## src/rtl/intc_pkg.sv

```systemverilog
package intc_pkg;

  localparam int REG_CAUSE    = 0;
  localparam int REG_CAUSESET = 1;
  localparam int REG_MASK     = 2;
  localparam int REG_MASKCLR  = 3;
  localparam int REG_AUTOCLR  = 4;
  localparam int REG_AUTOMASK = 5;
  localparam int REG_QMAP     = 6;
  localparam int REG_HOLDOFF  = 7;

  // Strobes from the decoder to the register datapath.
  typedef struct packed {
    logic causeRd;
    logic causeClr;
    logic causeSet;
    logic maskSet;
    logic maskClr;
    logic autoClrWr;
    logic autoMaskWr;
    logic qmapWr;
    logic holdWr;
  } intc_strobe_t;

endpackage

```

## src/rtl/intc_ctrl.sv

```systemverilog
module intc_ctrl
  import intc_pkg::*;
#(
  parameter int ADDR_W = 4
) (
  input  logic               regWrEn,
  input  logic               regRdEn,
  input  logic [ADDR_W-1:0]  regAddr,
  output intc_strobe_t       stb,
  output logic [2:0]         rdSel,
  output logic               rdHit
);

  always_comb begin
    stb   = '0;
    rdHit = 1'b0;
    rdSel = regAddr[2:0];
    if (regWrEn) begin
      case (regAddr)
        ADDR_W'(REG_CAUSE):    stb.causeClr   = 1'b1;
        ADDR_W'(REG_CAUSESET): stb.causeSet   = 1'b1;
        ADDR_W'(REG_MASK):     stb.maskSet    = 1'b1;
        ADDR_W'(REG_MASKCLR):  stb.maskClr    = 1'b1;
        ADDR_W'(REG_AUTOCLR):  stb.autoClrWr  = 1'b1;
        ADDR_W'(REG_AUTOMASK): stb.autoMaskWr = 1'b1;
        ADDR_W'(REG_QMAP):     stb.qmapWr     = 1'b1;
        ADDR_W'(REG_HOLDOFF):  stb.holdWr     = 1'b1;
        default: ;
      endcase
    end
    if (regRdEn) begin
      case (regAddr)
        ADDR_W'(REG_CAUSE): begin
          stb.causeRd = 1'b1;
          rdHit       = 1'b1;
        end
        ADDR_W'(REG_MASK),
        ADDR_W'(REG_AUTOCLR),
        ADDR_W'(REG_AUTOMASK),
        ADDR_W'(REG_QMAP),
        ADDR_W'(REG_HOLDOFF):  rdHit = 1'b1;
        default: ;
      endcase
    end
  end

endmodule

```

## src/rtl/intc_dp.sv

```systemverilog
module intc_dp
  import intc_pkg::*;
#(
  parameter int CAUSE_W     = 32,
  parameter int LINK_BIT    = 20,
  parameter int UNITS_W     = 9,
  parameter int TICK_CYCLES = 4
) (
  input  logic               clk,
  input  logic               rstN,
  input  intc_strobe_t       stb,
  input  logic [2:0]         rdSel,
  input  logic               rdHit,
  input  logic [CAUSE_W-1:0] wrData,
  input  logic               evRx,
  input  logic               evTx,
  input  logic               evLink,
  output logic [CAUSE_W-1:0] rdData,
  output logic               irq,
  output logic [CAUSE_W-1:0] causeVec,
  output logic [CAUSE_W-1:0] maskVec,
  output logic [CAUSE_W-1:0] acVec,
  output logic [CAUSE_W-1:0] amVec,
  output logic [UNITS_W-1:0] holdUnits
);

  localparam int NQ     = 2;
  localparam int IDX_W  = $clog2(CAUSE_W);
  localparam int HOLD_W = UNITS_W + $clog2(TICK_CYCLES + 1);

  logic [CAUSE_W-1:0] causeQ, maskQ, acQ, amQ;
  logic [NQ*8-1:0]    qmapQ;
  logic [UNITS_W-1:0] unitsQ;
  logic [HOLD_W-1:0]  holdQ, holdD;
  logic [NQ-1:0]      qEv;
  logic [CAUSE_W-1:0] qSet [NQ];
  logic [CAUSE_W-1:0] setBits, clrBits, causeD, maskD;

  assign qEv = {evTx, evRx};

  // Queue-to-cause routing, one lane per queue entry of the map.
  for (genvar q = 0; q < NQ; q++) begin : g_route
    logic [6:0] idx;
    logic       valid;
    logic       hit;
    assign idx   = qmapQ[q*8 +: 7];
    assign valid = qmapQ[q*8 + 7];
    assign hit   = qEv[q] && valid && (int'(idx) < CAUSE_W);
    assign qSet[q] = hit ? (CAUSE_W'(1) << idx[IDX_W-1:0]) : '0;
  end

  always_comb begin
    setBits = stb.causeSet ? wrData : '0;
    for (int q = 0; q < NQ; q++) setBits = setBits | qSet[q];
    if (evLink) setBits[LINK_BIT] = 1'b1;
    clrBits = (stb.causeClr ? wrData : '0) | (stb.causeRd ? acQ : '0);
    causeD  = (causeQ & ~clrBits) | setBits;
    maskD   = (maskQ | (stb.maskSet ? wrData : '0))
            & ~(stb.maskClr ? wrData : '0)
            & ~(setBits & amQ);
  end

  always_comb begin
    if (stb.causeRd)
      holdD = HOLD_W'(unitsQ) * HOLD_W'(TICK_CYCLES);
    else if (holdQ != '0)
      holdD = holdQ - HOLD_W'(1);
    else
      holdD = '0;
  end

  always_ff @(posedge clk) begin
    if (!rstN) begin
      causeQ <= '0;
      maskQ  <= '0;
      acQ    <= '0;
      amQ    <= '0;
      qmapQ  <= '0;
      unitsQ <= '0;
      holdQ  <= '0;
      rdData <= '0;
    end else begin
      causeQ <= causeD;
      maskQ  <= maskD;
      holdQ  <= holdD;
      if (stb.autoClrWr)  acQ    <= wrData;
      if (stb.autoMaskWr) amQ    <= wrData;
      if (stb.qmapWr)     qmapQ  <= wrData[NQ*8-1:0];
      if (stb.holdWr)     unitsQ <= wrData[UNITS_W+2:3];
      if (!rdHit) rdData <= '0;
      else begin
        case (rdSel)
          3'(REG_CAUSE):    rdData <= causeQ;
          3'(REG_MASK):     rdData <= maskQ;
          3'(REG_AUTOCLR):  rdData <= acQ;
          3'(REG_AUTOMASK): rdData <= amQ;
          3'(REG_QMAP):     rdData <= CAUSE_W'(qmapQ);
          3'(REG_HOLDOFF):  rdData <= CAUSE_W'({unitsQ, 3'b000});
          default:          rdData <= '0;
        endcase
      end
    end
  end

  assign irq       = (|(causeQ & maskQ)) && (holdQ == '0);
  assign causeVec  = causeQ;
  assign maskVec   = maskQ;
  assign acVec     = acQ;
  assign amVec     = amQ;
  assign holdUnits = unitsQ;

endmodule

```

## src/rtl/intc_top.sv

```systemverilog
module intc_top
  import intc_pkg::*;
#(
  parameter int CAUSE_W     = 32,
  parameter int ADDR_W      = 4,
  parameter int LINK_BIT    = 20,
  parameter int UNITS_W     = 9,
  parameter int TICK_CYCLES = 4
) (
  input  logic               clk,
  input  logic               rstN,
  input  logic               regWrEn,
  input  logic               regRdEn,
  input  logic [ADDR_W-1:0]  regAddr,
  input  logic [CAUSE_W-1:0] regWrData,
  output logic [CAUSE_W-1:0] regRdData,
  input  logic               evRxQ0,
  input  logic               evTxQ0,
  input  logic               evLink,
  output logic               irq
);

  intc_strobe_t       stb;
  logic [2:0]         rdSel;
  logic               rdHit;
  logic [CAUSE_W-1:0] causeVec, maskVec, acVec, amVec;
  logic [UNITS_W-1:0] holdUnits;

  intc_ctrl #(.ADDR_W(ADDR_W)) u_ctrl (
    .regWrEn (regWrEn),
    .regRdEn (regRdEn),
    .regAddr (regAddr),
    .stb     (stb),
    .rdSel   (rdSel),
    .rdHit   (rdHit)
  );

  intc_dp #(
    .CAUSE_W    (CAUSE_W),
    .LINK_BIT   (LINK_BIT),
    .UNITS_W    (UNITS_W),
    .TICK_CYCLES(TICK_CYCLES)
  ) u_dp (
    .clk       (clk),
    .rstN      (rstN),
    .stb       (stb),
    .rdSel     (rdSel),
    .rdHit     (rdHit),
    .wrData    (regWrData),
    .evRx      (evRxQ0),
    .evTx      (evTxQ0),
    .evLink    (evLink),
    .rdData    (regRdData),
    .irq       (irq),
    .causeVec  (causeVec),
    .maskVec   (maskVec),
    .acVec     (acVec),
    .amVec     (amVec),
    .holdUnits (holdUnits)
  );

endmodule

```

## config.mk

```make
export PLATFORM = sky130hd
export DESIGN_NAME = intc_top
export DESIGN_NICKNAME = d
export VERILOG_FILES = /design/src/rtl/intc_pkg.sv /design/src/rtl/intc_ctrl.sv /design/src/rtl/intc_dp.sv /design/src/rtl/intc_top.sv
export SDC_FILE = /design/constraint.sdc
export NUM_CORES = 1
export LEC_CHECK = 0
export BUFFER_PORTS_ARGS = -buffer_cell sky130_fd_sc_hd__buf_4
export CAP_MARGIN = 10
export CORE_MARGIN = 2
export CORE_UTILIZATION = 40
export DETAILED_ROUTE_END_ITERATION = 10
export HOLD_SLACK_MARGIN = 0.06
export PLACE_DENSITY_LB_ADDON = 0.1
export SETUP_SLACK_MARGIN = 0.1
export SLEW_MARGIN = 30
export SYNTH_ARGS = -nofsm -noshare
export SYNTH_HDL_FRONTEND = slang
export SYNTH_SLANG_ARGS = --single-unit
```

## constraint.sdc

```tcl
create_clock -name clk -period 1.77 [get_ports clk]
set_clock_uncertainty 0.1 [all_clocks]
set_input_delay 0.354 -clock clk [delete_from_list [all_inputs] [get_ports clk]]
set_output_delay 0.354 -clock clk [all_outputs]
set_load 0.005 [all_outputs]
```

==> summary.log, run 1 <==
qor: global_routing.number_of_global_route_vias_before_repair 9175
qor: detailed_routing.route.vias.total 9762
qor: timing.slew_violations 0
qor: floorplan.die_h 163 µm
qor: synth.netlist_area 10110 µm²
qor: final_layout.n_antenna_cell 0
qor: critical_path.critical_path_buf_inv_count 2
qor: detailed_routing.route.detailed.wl_per_inst 20.89 µm
qor: hold_path.hp-class primary input to flop
qor: critical_path.critical_path.cell_chain a22oi_2, nand4_1, nor4_2, buf_4, nor4_2, buf_4
qor: final_layout.fillers 2427
qor: power.ir_worst_vdd 0.0004662 V
qor: critical_path.arrival 1.95 ns
qor: floorplan.start_util 0.4039
qor: power.report.power.total 9.950 mW
qor: synth.ys_seq_area_frac 0.3900
qor: critical_path.timing.critical_path.max_delay_family simple AND/OR/NAND/NOR gates
qor: timing.maximum_operating_frequency 415.3 MHz
qor: detailed_routing.detail-route-antenna-nets 0
qor: critical_path.start_kind flop
qor: final_layout.area.growth.synth_to_final 26.43%
qor: power.pwr_density_cell 778.3 nW/µm²
qor: timing.total_negative_setup_slacks -0.6378 ns
qor: detailed_routing.drt-initial-drc-count 859
qor: outcome.run_status complete, but fails checks
qor: timing.rsz0062_at_grt true
qor: detailed_routing.route.detailed.drc 0
qor: place.post_dp_cell_area 12060 µm²
qor: final_layout.postLayoutCellArea 12780 µm²
qor: final_layout.core_utilization_of_the_finished_layout 0.5106
qor: global_routing.number_of_antenna_violations_at_the_first_check_in_global_routing 0
qor: timing.hold_viol 0
qor: critical_path.critPathMaxFanout 2
qor: timing.min_period_over_period 1.360
qor: timing.fin_crit 2.408 ns
qor: critical_path.path_depth 6
qor: clock_network.clk_root_buffer_cell clkbuf_16
qor: timing.finalSetupViolCount 1
qor: clock_network.insertion_delay 0.44 ns
qor: critical_path.critPathKind flop to output pin
qor: clock_network.cts_num_sinks 197
qor: floorplan.top_level_ports 76
qor: clock_network.clock_slew_at_reported_path_ffs 0.08 ns
qor: synth.syn_inst 1206
qor: critical_path.rr_endpoint u_dp.rdData[0]
qor: final_layout.commonest_cells_after_routing_fill_and_taps_aside buf_4, nand2_1, dfxtp_1
qor: place.dp_cells 1669
qor: place.detailed_place_hpwl 26120 µm
qor: power.p_leak 5.081 nW
qor: critical_path.worst_r2r_path_depth 6
qor: detailed_routing.dr.pass1.iters 8
qor: final_layout.layout.cells.non_filler 1704
qor: clock_network.cts_tree done
qor: global_routing.groute.usage.overall 0.2715
qor: final_layout.area_taken_by_multi_input_logic_gates 5632 µm²
qor: global_routing.grt_pass1_wl 54990 µm
qor: clock_network.ctsLongestPathBuffers 2
qor: timing.timing_worst_slew_pin_value 0.9082 ns
qor: synth.ys_warn_count 0
qor: final_layout.final_nets 1407
qor: critical_path.setup.worst_path.start u_dp.causeVec[30]
qor: critical_path.setup.worst_path.end irq
qor: final_layout.drive_gt1_frac 0.2598
qor: synth.synth_cell_types 58
qor: synth.ys_dominant_reg_cell dfxtp_1
qor: place.finalWeightedCongestion 0.9186
qor: critical_path.reg2reg_slack 0.13 ns
qor: synth.postSynthAreaPerCell 8.385 µm²
qor: timing.whs 0.08613 ns
qor: synth.async_flop_share 0
qor: clock_network.cts-buffers-inserted 17
qor: synth.synth.net_count 1251
qor: timing.postLayoutSetupSlackWorst -0.6378 ns
qor: clock_network.htree_num_levels 4
qor: synth.count_of_flip_flops_with_a_built_in_enable_after_synthesis 0
qor: critical_path.cp_data_required_time 1.32 ns
qor: synth.synth.ff_latch_count 197
qor: global_routing.overflow 0
qor: place.buffer_ports.inserted 75
qor: timing.slew-limit-headroom 0.3923
qor: floorplan.core-area 25040 µm²
qor: critical_path.critical-path-max-stage-delay 0.35 ns
qor: critical_path.critical_path_end_type output pin
qor: critical_path.worst_r2r_startpoint u_dp.qmapQ[0]
qor: place.pre_cts_slack -0.4080 ns
qor: final_layout.seqCellArea 3955 µm²
qor: floorplan.die_w 163 µm
qor: outcome.failed_checks negative setup slack
qor: floorplan.design.die.area 26570 µm²
qor: global_routing.grt_max_degree 63
qor: critical_path.critical_path.slowest_cell nor4_2
qor: final_layout.mostFrequentLayoutCell buf_4
qor: flow_run.maxCapViolations 0
qor: detailed_routing.detail_route.vias_per_cell 5.729
qor: detailed_routing.final_wirelength 35610 µm
qor: clock_network.hold_bufs_inserted_after_cts 0
qor: floorplan.rows 58
## per-layer routing
layer | track usage | wire (µm) | vias up
met4 | 0.06396 | 469 | 0
met3 | 0.03641 | 2136 | 38
met2 | 0.4324 | 16410 | 313
met5 | 0 | 0 | -
met1 | 0.3894 | 16590 | 4761
li1 | - | - | 4650
## timing repair
action,4_1_cts,5_1_grt
resized for setup,11,21
pin swaps,4,5
buffers inserted,0,3
setup endpoints to repair,20,56
cloned,0,1
## flip-flops by register name, summed over array words and instances, names as in the netlist
| register | flops |
|---|---|
| u_dp.acVec | 32 |
| u_dp.amVec | 32 |
| u_dp.causeVec | 32 |
| u_dp.maskVec | 32 |
| u_dp.rdData | 32 |
| u_dp.qmapQ | 16 |
| u_dp.holdQ | 12 |
| u_dp.holdUnits | 9 |
## synth_stat cells, drive strengths merged, types with 29 or more instances
master	n	area, µm²
nand2	199	747.0
a21boi	80	600.6
clkbuf	48	180.2
o21ai	68	340.3
buf	64	421.7
a21oi	32	160.2
a31oi	29	181.4
mux2i	34	340.3
a221oi	48	608.1
nor2	60	227.7
nand3	110	550.5
dfxtp	197	3944
## worst min path at each step
stage,from,end,depth (start not counted)
6_report,regWrData[23],u_dp.acVec[23],3
5_1_grt,regWrData[23],u_dp.acVec[23],3
4_1_cts,regWrData[23],u_dp.acVec[23],3
3_5_place_dp,u_dp.amVec[2],u_dp.maskVec[2],1
3_3_place_gp,u_dp.amVec[26],u_dp.maskVec[26],1
2_1_floorplan,u_dp.amVec[10],u_dp.maskVec[10],1
## tightest hold or removal path: cells and delay by family
family                 cells  cell delay (ns)
buffers and inverters      1             0.14
and+or+nand+nor            1             0.05
AOI/OAI and AO/OA          1             0.05
## kinds of logic (layout without fill, tap and decap cells)
group | count (synthesis) | count (layout) | synth area share
buf+inv | 136 | 304 | 0.06842
simple gates | 461 | 461 | 0.2165
fa+ha+maj | 2 | 2 | 0.002474
mux | 49 | 49 | 0.05036
compound gates | 351 | 351 | 0.2635
xor+xnor | 10 | 10 | 0.008662
flops | 197 | 197 | 0.3900
## area by class of cell
type | count | share of cell area
Clock buffer | 20 | 0.03494
Clock inverter | 11 | 0.007438
Inverter | 24 | 0.007046
Multi-Input combinational cell | 873 | 0.4405
Sequential cell | 197 | 0.3094
Tap cell | 330 | 0.03230
Timing Repair Buffer | 249 | 0.1684
## report_power, final
group          leakage (nW)  internal (mW)  switching [mW]
Sequential             1.60           4.55           0.119
Combinational          3.24          0.695           0.850
Clock                 0.249           1.86            1.87
Total                  5.08           7.11            2.84
(Power assumes the default switching activity.)
==> run 2, diff against run 1 <==
==> constraint.sdc (replaced) <==
create_clock -name clk -period 1.77 [get_ports clk]
set_clock_uncertainty 0.1 [all_clocks]
set_input_delay 0.354 -clock clk [delete_from_list [all_inputs] [get_ports clk]]
set_output_delay 0.354 -clock clk [all_outputs]
set_load 0.02 [all_outputs]
==> run 2 against run 1 <==
Net effect:
- the run still ends with negative setup slack left
- cell count rose by 1.1%
- non-clock buffer count grew 17
- sequential share of layout area fell by 0.73 points
- routed wire length grew 2.6%
- combinational power increased by 3%
- final area increased by 2.5%
- total power up 6.8%
- global-route usage up 0.58 points
- via count is 1.4% higher
- flip-flop and latch count unchanged
- hold slack improved by 0.013 ns
- critical endpoint unchanged
- largest power group unchanged
==> summary.log, run 2 (synthesized netlist as in run 1, its figures left out) <==
qor: power.power.sequential.fraction 0.441
qor: global_routing.groute.usage.overall 0.2773
qor: power.clkPwrFrac 0.408
qor: critical_path.critical_path_end_type output pin
qor: critical_path.start_kind flop
qor: clock_network.htree_num_levels 4
qor: global_routing.number_of_antenna_violations_at_the_first_check_in_global_routing 1
qor: power.power_switching 2.883 mW
qor: floorplan.die_w 163 µm
qor: final_layout.core_utilization_of_the_finished_layout 0.5234
qor: floorplan.design.die.area 26570 µm²
qor: global_routing.grt_max_degree 66
qor: clock_network.ctsLongestPathBuffers 2
qor: critical_path.worst_r2r_startpoint u_dp.acVec[12]
qor: detailed_routing.drt-initial-drc-count 989
qor: power.report.power.total 10.62 mW
qor: timing.slew_violations 0
qor: detailed_routing.dr.pass1.iters 5
qor: outcome.run_status complete, but fails checks
qor: critical_path.critPathMaxFanout 2
qor: clock_network.hold_bufs_inserted_after_cts 0
qor: final_layout.drive_gt1_frac 0.2852
qor: clock_network.clock_slew_at_reported_path_ffs 0.07 ns
qor: critical_path.worst_r2r_path_depth 5
qor: detailed_routing.detail-route-antenna-nets 0
qor: critical_path.arrival 2.00 ns
qor: global_routing.overflow 0
qor: clock_network.cts_num_sinks 197
qor: critical_path.critPathKind flop to output pin
qor: detailed_routing.route.detailed.drc 0
qor: final_layout.n_antenna_cell 0
qor: power.p_leak 5.285 nW
qor: timing.fin_crit 2.453 ns
qor: clock_network.clk_root_buffer_cell clkbuf_16
qor: detailed_routing.detail_route.vias_per_cell 5.750
qor: power.p_comb_frac 0.151
qor: clock_network.insertion_delay 0.44 ns
qor: power.internal_power 7.742 mW
qor: detailed_routing.route.vias.total 9901
qor: timing.slew-limit-headroom 0.6196
qor: place.detailed_place_hpwl 25930 µm
qor: final_layout.area.growth.synth_to_final 29.60%
qor: critical_path.rr_endpoint u_dp.rdData[12]
qor: critical_path.reg2reg_slack 0.11 ns
qor: detailed_routing.final_wirelength 36530 µm
qor: critical_path.setup.worst_path.end irq
qor: power.ir_worst_vdd 0.0004903 V
qor: timing.timing_worst_slew_pin_value 0.5685 ns
qor: hold_path.hp-class primary input to flop
qor: timing.finalSetupViolCount 1
qor: floorplan.rows 58
qor: floorplan.core-area 25040 µm²
qor: place.finalWeightedCongestion 0.9310
qor: global_routing.number_of_global_route_vias_before_repair 9480
qor: timing.rsz0062_at_grt true
qor: floorplan.start_util 0.4039
qor: clock_network.cts_tree done
qor: timing.postLayoutSetupSlackWorst -0.6826 ns
qor: timing.hold_viol 0
qor: outcome.failed_checks negative setup slack
qor: critical_path.cp_data_required_time 1.32 ns
qor: timing.maximum_operating_frequency 407.7 MHz
qor: final_layout.mostFrequentLayoutCell buf_4
qor: flow_run.maxCapViolations 0
qor: critical_path.setup.worst_path.start u_dp.maskVec[25]
qor: power.switching_share 0.2713
qor: power.pwr_density_cell 810.7 nW/µm²
qor: final_layout.commonest_cells_after_routing_fill_and_taps_aside buf_4, nand2_1, dfxtp_1
qor: global_routing.grt_pass1_wl 56240 µm
qor: timing.min_period_over_period 1.386
qor: detailed_routing.route.detailed.wl_per_inst 21.22 µm
qor: place.buffer_ports.inserted 75
qor: floorplan.top_level_ports 76
qor: final_layout.final_nets 1424
qor: clock_network.cts-buffers-inserted 17
qor: floorplan.die_h 163 µm
-- run 2: cell types whose count changed in the layout (fill, tap and decap cells not counted), sizes merged --
cell      delta
buf         +17
bufinv       +4
clkbuf       -1
clkinv       -1
clkinvlp     -1
-- run 2: stage by stage --
stage	cells	TNS, ns	hold slack, ns	worst slack (ns)	cell area, µm²
final	1722	-0.6826	0.09941	-0.6826	13110
after global routing	1722	-0.7356	0.08477	-0.7356	13110
after CTS	1715	-0.6937	0.08296	-0.6937	12900
after detailed placement	1678	-16.09	0.3492	-0.5011	12080
after global placement	1678	-14.25	0.3393	-0.5347	12080
after floorplan	1206	0	0.3204	0.1325	10130
-- run 2: worst min path at each step --
| stage | from | to | slack, ns | depth (start not counted) |
|---|---|---|---|---|
| 6_report | regWrData[23] | u_dp.amVec[23] | 0.1 | 3 |
| 5_1_grt | regWrData[23] | u_dp.amVec[23] | 0.08 | 3 |
| 4_1_cts | regWrData[25] | u_dp.acVec[25] | 0.08 | 3 |
| 3_5_place_dp | u_dp.amVec[1] | u_dp.maskVec[1] | 0.35 | 1 |
| 3_3_place_gp | u_dp.amVec[1] | u_dp.maskVec[1] | 0.34 | 1 |
| 2_1_floorplan | u_dp.amVec[10] | u_dp.maskVec[10] | 0.32 | 1 |
-- run 2: what timing repair did --
item,in CTS,in global routing
pin swaps,9,27
setup buffers,3,6
cloned,2,1
gates resized for setup,22,39
endpoints found under the setup margin,42,68
-- run 2: per-layer routing --
layer	track usage	up-vias	wire, µm	part of all wire
li1	-	4698	-	-
met1	0.3835	4752	16690	0.46
met2	0.4384	373	16610	0.45
met3	0.04354	76	2254	0.062
met4	0.09855	2	967	0.026
met5	0	-	13	0.00036
-- run 2: power groups by stage --
stage	sequential [mW]	combinational, mW	clock [mW]
global placement	4.77	1.50	0
detailed placement	4.77	1.51	0
CTS	4.68	1.58	4.39
floorplan	4.77	0.898	0
finish	4.68	1.60	4.34
global route	4.70	1.74	4.55
-- run 2: critical path, stage by stage, from the launching register on --
cell and delay (ns):
dfxtp_2 0.33, a22oi_2 0.29, nand4_1 0.22, nor4_4 0.35
buf_4 0.18, nor4_4 0.03, buf_4 0.16
-- run 2: area by class of cell --
cell class | count | area [µm²]
clock buffer | 19 | 452.9
clock inverter | 13 | 192.7
fill | 2372 | 11930
inverter | 24 | 90.09
multi-input combinational | 873 | 5739
sequential | 197 | 3959
tap | 330 | 412.9
timing repair buffer | 266 | 2258
==> run 3, diff against run 2 <==
Settings changed: ABC_AREA from default to 1.
==> run 3 against run 2 <==
Net effect:
- the run still ends with negative setup slack left
- register-to-register slack better by 0.10 ns
- core utilization is 2.5 points lower
- total power is 2.6% lower
- worst setup slack better by 0.44 ns
- largest cell class unchanged
- cell count is 11% higher
- area after synthesis is 5.3% lower
- first-iteration DRC count is 30% lower
- non-clock buffer count is 116 lower
- die area is 5.2% lower
- hold slack better by 0.00097 ns
- global-route usage is 1.2 points lower
==> summary.log, run 3 <==
qor: outcome.run_status complete, but fails checks
qor: outcome.failed_checks negative setup slack
qor: timing.slew_violations 0
qor: floorplan.start_util 0.4079
qor: global_routing.number_of_antenna_violations_at_the_first_check_in_global_routing 0
qor: synth.post_synth_main_area_contributors dfxtp_1, nand2_1, nor2_1
qor: synth.ys_seq_area_frac 0.4119
qor: timing.fin_crit 2.012 ns
qor: floorplan.top_level_ports 76
qor: final_layout.mostFrequentLayoutCell nand2_1
qor: clock_network.hold_bufs_inserted_after_cts 0
qor: clock_network.cts_num_sinks 197
qor: synth.synth.net_count 1533
qor: detailed_routing.final_wirelength 33600 µm
qor: synth.synth_cell_types 31
qor: clock_network.cts_tree done
qor: synth.post-synth-top-count-cell nand2_1
qor: timing.total_negative_setup_slacks -0.2422 ns
qor: global_routing.number_of_global_route_vias_before_repair 9264
qor: floorplan.design.die.area 25190 µm²
qor: timing.maximum_operating_frequency 497.0 MHz
qor: synth.netlist_area 9575 µm²
qor: synth.netlist_top_cells_count nand2_1, nor2_1, dfxtp_1, a21oi_1, o21ai_0
qor: synth.ys_dominant_reg_cell dfxtp_1
qor: final_layout.commonest_cells_after_routing_fill_and_taps_aside nand2_1, nor2_1, dfxtp_1
qor: power.pwr_density_cell 885.3 nW/µm²
qor: synth.synthDominantCellAreaShare 0.4119
qor: global_routing.grt_max_degree 45
qor: synth.count_of_flip_flops_with_a_built_in_enable_after_synthesis 0
qor: global_routing.overflow 0
qor: final_layout.n_antenna_cell 0
qor: critical_path.critical_path_end_type output pin
qor: detailed_routing.route.detailed.drc 0
qor: clock_network.cts-buffers-inserted 17
qor: clock_network.htree_num_levels 4
qor: critical_path.arrival 1.56 ns
qor: detailed_routing.detail_route.vias_per_cell 5.239
qor: critical_path.reg2reg_slack 0.21 ns
qor: final_layout.core_utilization_of_the_finished_layout 0.4982
qor: synth.syn_inst 1488
qor: clock_network.clk_root_buffer_cell clkbuf_16
qor: final_layout.fillers 2378
qor: critical_path.critical-path-max-stage-delay 0.33 ns
qor: detailed_routing.route.vias.total 10020
qor: final_layout.seqCellArea 3953 µm²
qor: detailed_routing.dr.pass1.iters 5
qor: synth.async_flop_share 0
qor: clock_network.clock_slew_at_reported_path_ffs 0.07 ns
qor: timing.min_period_over_period 1.137
qor: detailed_routing.detail-route-antenna-nets 0
qor: timing.slew-limit-headroom 0.4026
qor: final_layout.drive_gt1_frac 0.1499
qor: critical_path.critical_path.slowest_cell dfxtp_2
qor: place.pre_cts_slack -0.1243 ns
qor: place.post_dp_cell_area 10930 µm²
qor: synth.synth.ff_latch_count 197
qor: place.dp_cells 1873
qor: timing.rsz0062_at_grt true
qor: synth.yosysTopAreaCell dfxtp_1
qor: final_layout.postLayoutCellArea 11700 µm²
qor: place.detailed_place_hpwl 23590 µm
qor: global_routing.groute.usage.overall 0.2649
qor: timing.whs 0.1004 ns
qor: hold_path.hp-class primary input to flop
qor: timing.finalSetupViolCount 1
qor: synth.postSynthAreaPerCell 6.435 µm²
qor: clock_network.insertion_delay 0.44 ns
qor: floorplan.die_h 158.7 µm
qor: global_routing.grt_pass1_wl 52320 µm
qor: critical_path.cp_data_required_time 1.32 ns
qor: timing.hold_viol 0
qor: floorplan.core-area 23470 µm²
qor: critical_path.critPathKind flop to output pin
qor: detailed_routing.route.detailed.wl_per_inst 17.56 µm
qor: power.report.power.total 10.35 mW
qor: flow_run.maxCapViolations 0
qor: timing.timing_worst_slew_pin_value 0.8928 ns
qor: critical_path.critical_path.cell_chain inv_2, ha_4, nand3b_1, nor2_1, nand2_1, a21oi_2, buf_4
qor: final_layout.layout.cells.non_filler 1913
qor: detailed_routing.drt-initial-drc-count 690
qor: clock_network.ctsLongestPathBuffers 2
qor: critical_path.critPathMaxFanout 2
qor: synth.ys_warn_count 0
qor: critical_path.start_kind flop
qor: place.finalWeightedCongestion 0.9650
qor: floorplan.rows 56
qor: final_layout.area_taken_by_multi_input_logic_gates 4898 µm²
qor: timing.postLayoutSetupSlackWorst -0.2422 ns
qor: place.buffer_ports.inserted 75
qor: power.ir_worst_vdd 0.0005551 V
qor: final_layout.area.growth.synth_to_final 22.14%
qor: power.p_leak 4.706 nW
qor: final_layout.final_nets 1626
qor: floorplan.die_w 158.7 µm
[run 3: changes by cell type after synthesis, sizes merged, moves of 80 or more]
| cell | delta |
|---|---|
| inv | +120 |
| a21boi | -80 |
| nor2 | +197 |
| o21ai | +124 |
| a21oi | +136 |
| nand2 | +136 |
[run 3: cells by family after synthesis]
family                   count (synthesis)  synth area share
AND/OR/NAND/NOR                        689            0.2919
XOR/XNOR                                 3          0.002745
AO/OA/AOI/OAI                          373            0.1977
buffers and inverters                  224           0.09317
flip-flops                             197            0.4119
adder cells (fa/ha/maj)                  2          0.002613
[run 3: metal layers]
metal | global-route usage | up-vias | part of all wire
met4 | 0.05880 | 0 | 0.011
met1 | 0.3761 | 4645 | 0.47
met5 | 0 | - | 0
met3 | 0.03292 | 28 | 0.057
met2 | 0.4303 | 349 | 0.46
li1 | - | 5000 | -
[run 3: worst paths after layout]
kind / start / endpoint / cells after the start
setup / recovery: u_dp.holdQ[1] / irq / 7
hold / removal: regWrData[7] / u_dp.maskVec[7] / 4
setup reg to reg: u_dp.qmapQ[5] / u_dp.maskVec[27] / 7
hold reg to reg: u_dp.amVec[16] / u_dp.maskVec[16] / 1
[run 3: what timing repair did]
item | in CTS | in global routing
pin swaps | 6 | 8
buffers inserted | 8 | 2
endpoints found under the setup margin | 2 | 35
resized for setup | 36 | 22
gates cloned | 0 | 1
[run 3: cell type report]
type | count | share of cell area
multi-input combinational | 1067 | 0.4188
sequential | 197 | 0.3380
timing repair buffer | 150 | 0.1119
inverter | 147 | 0.04782
clock buffer | 22 | 0.04055
tap | 319 | 0.03413
clock inverter | 10 | 0.008131
timing repair inverter | 1 | 0.0006419
[run 3: worst max-delay path: cells and delay by family, from the launching register on]
family                   cells  cell delay [ns]
adder cells (fa/ha/maj)      1             0.13
buffers and inverters        2             0.23
flip-flops                   1             0.33
AO/OA/AOI/OAI                1             0.15
AND/OR/NAND/NOR              3             0.28
[run 3: power by group]
group	switching, mW	leakage [nW]	internal, mW
registers	0.154	1.60	4.62
logic	1.06	2.83	0.669
clock network	1.79	0.277	2.06
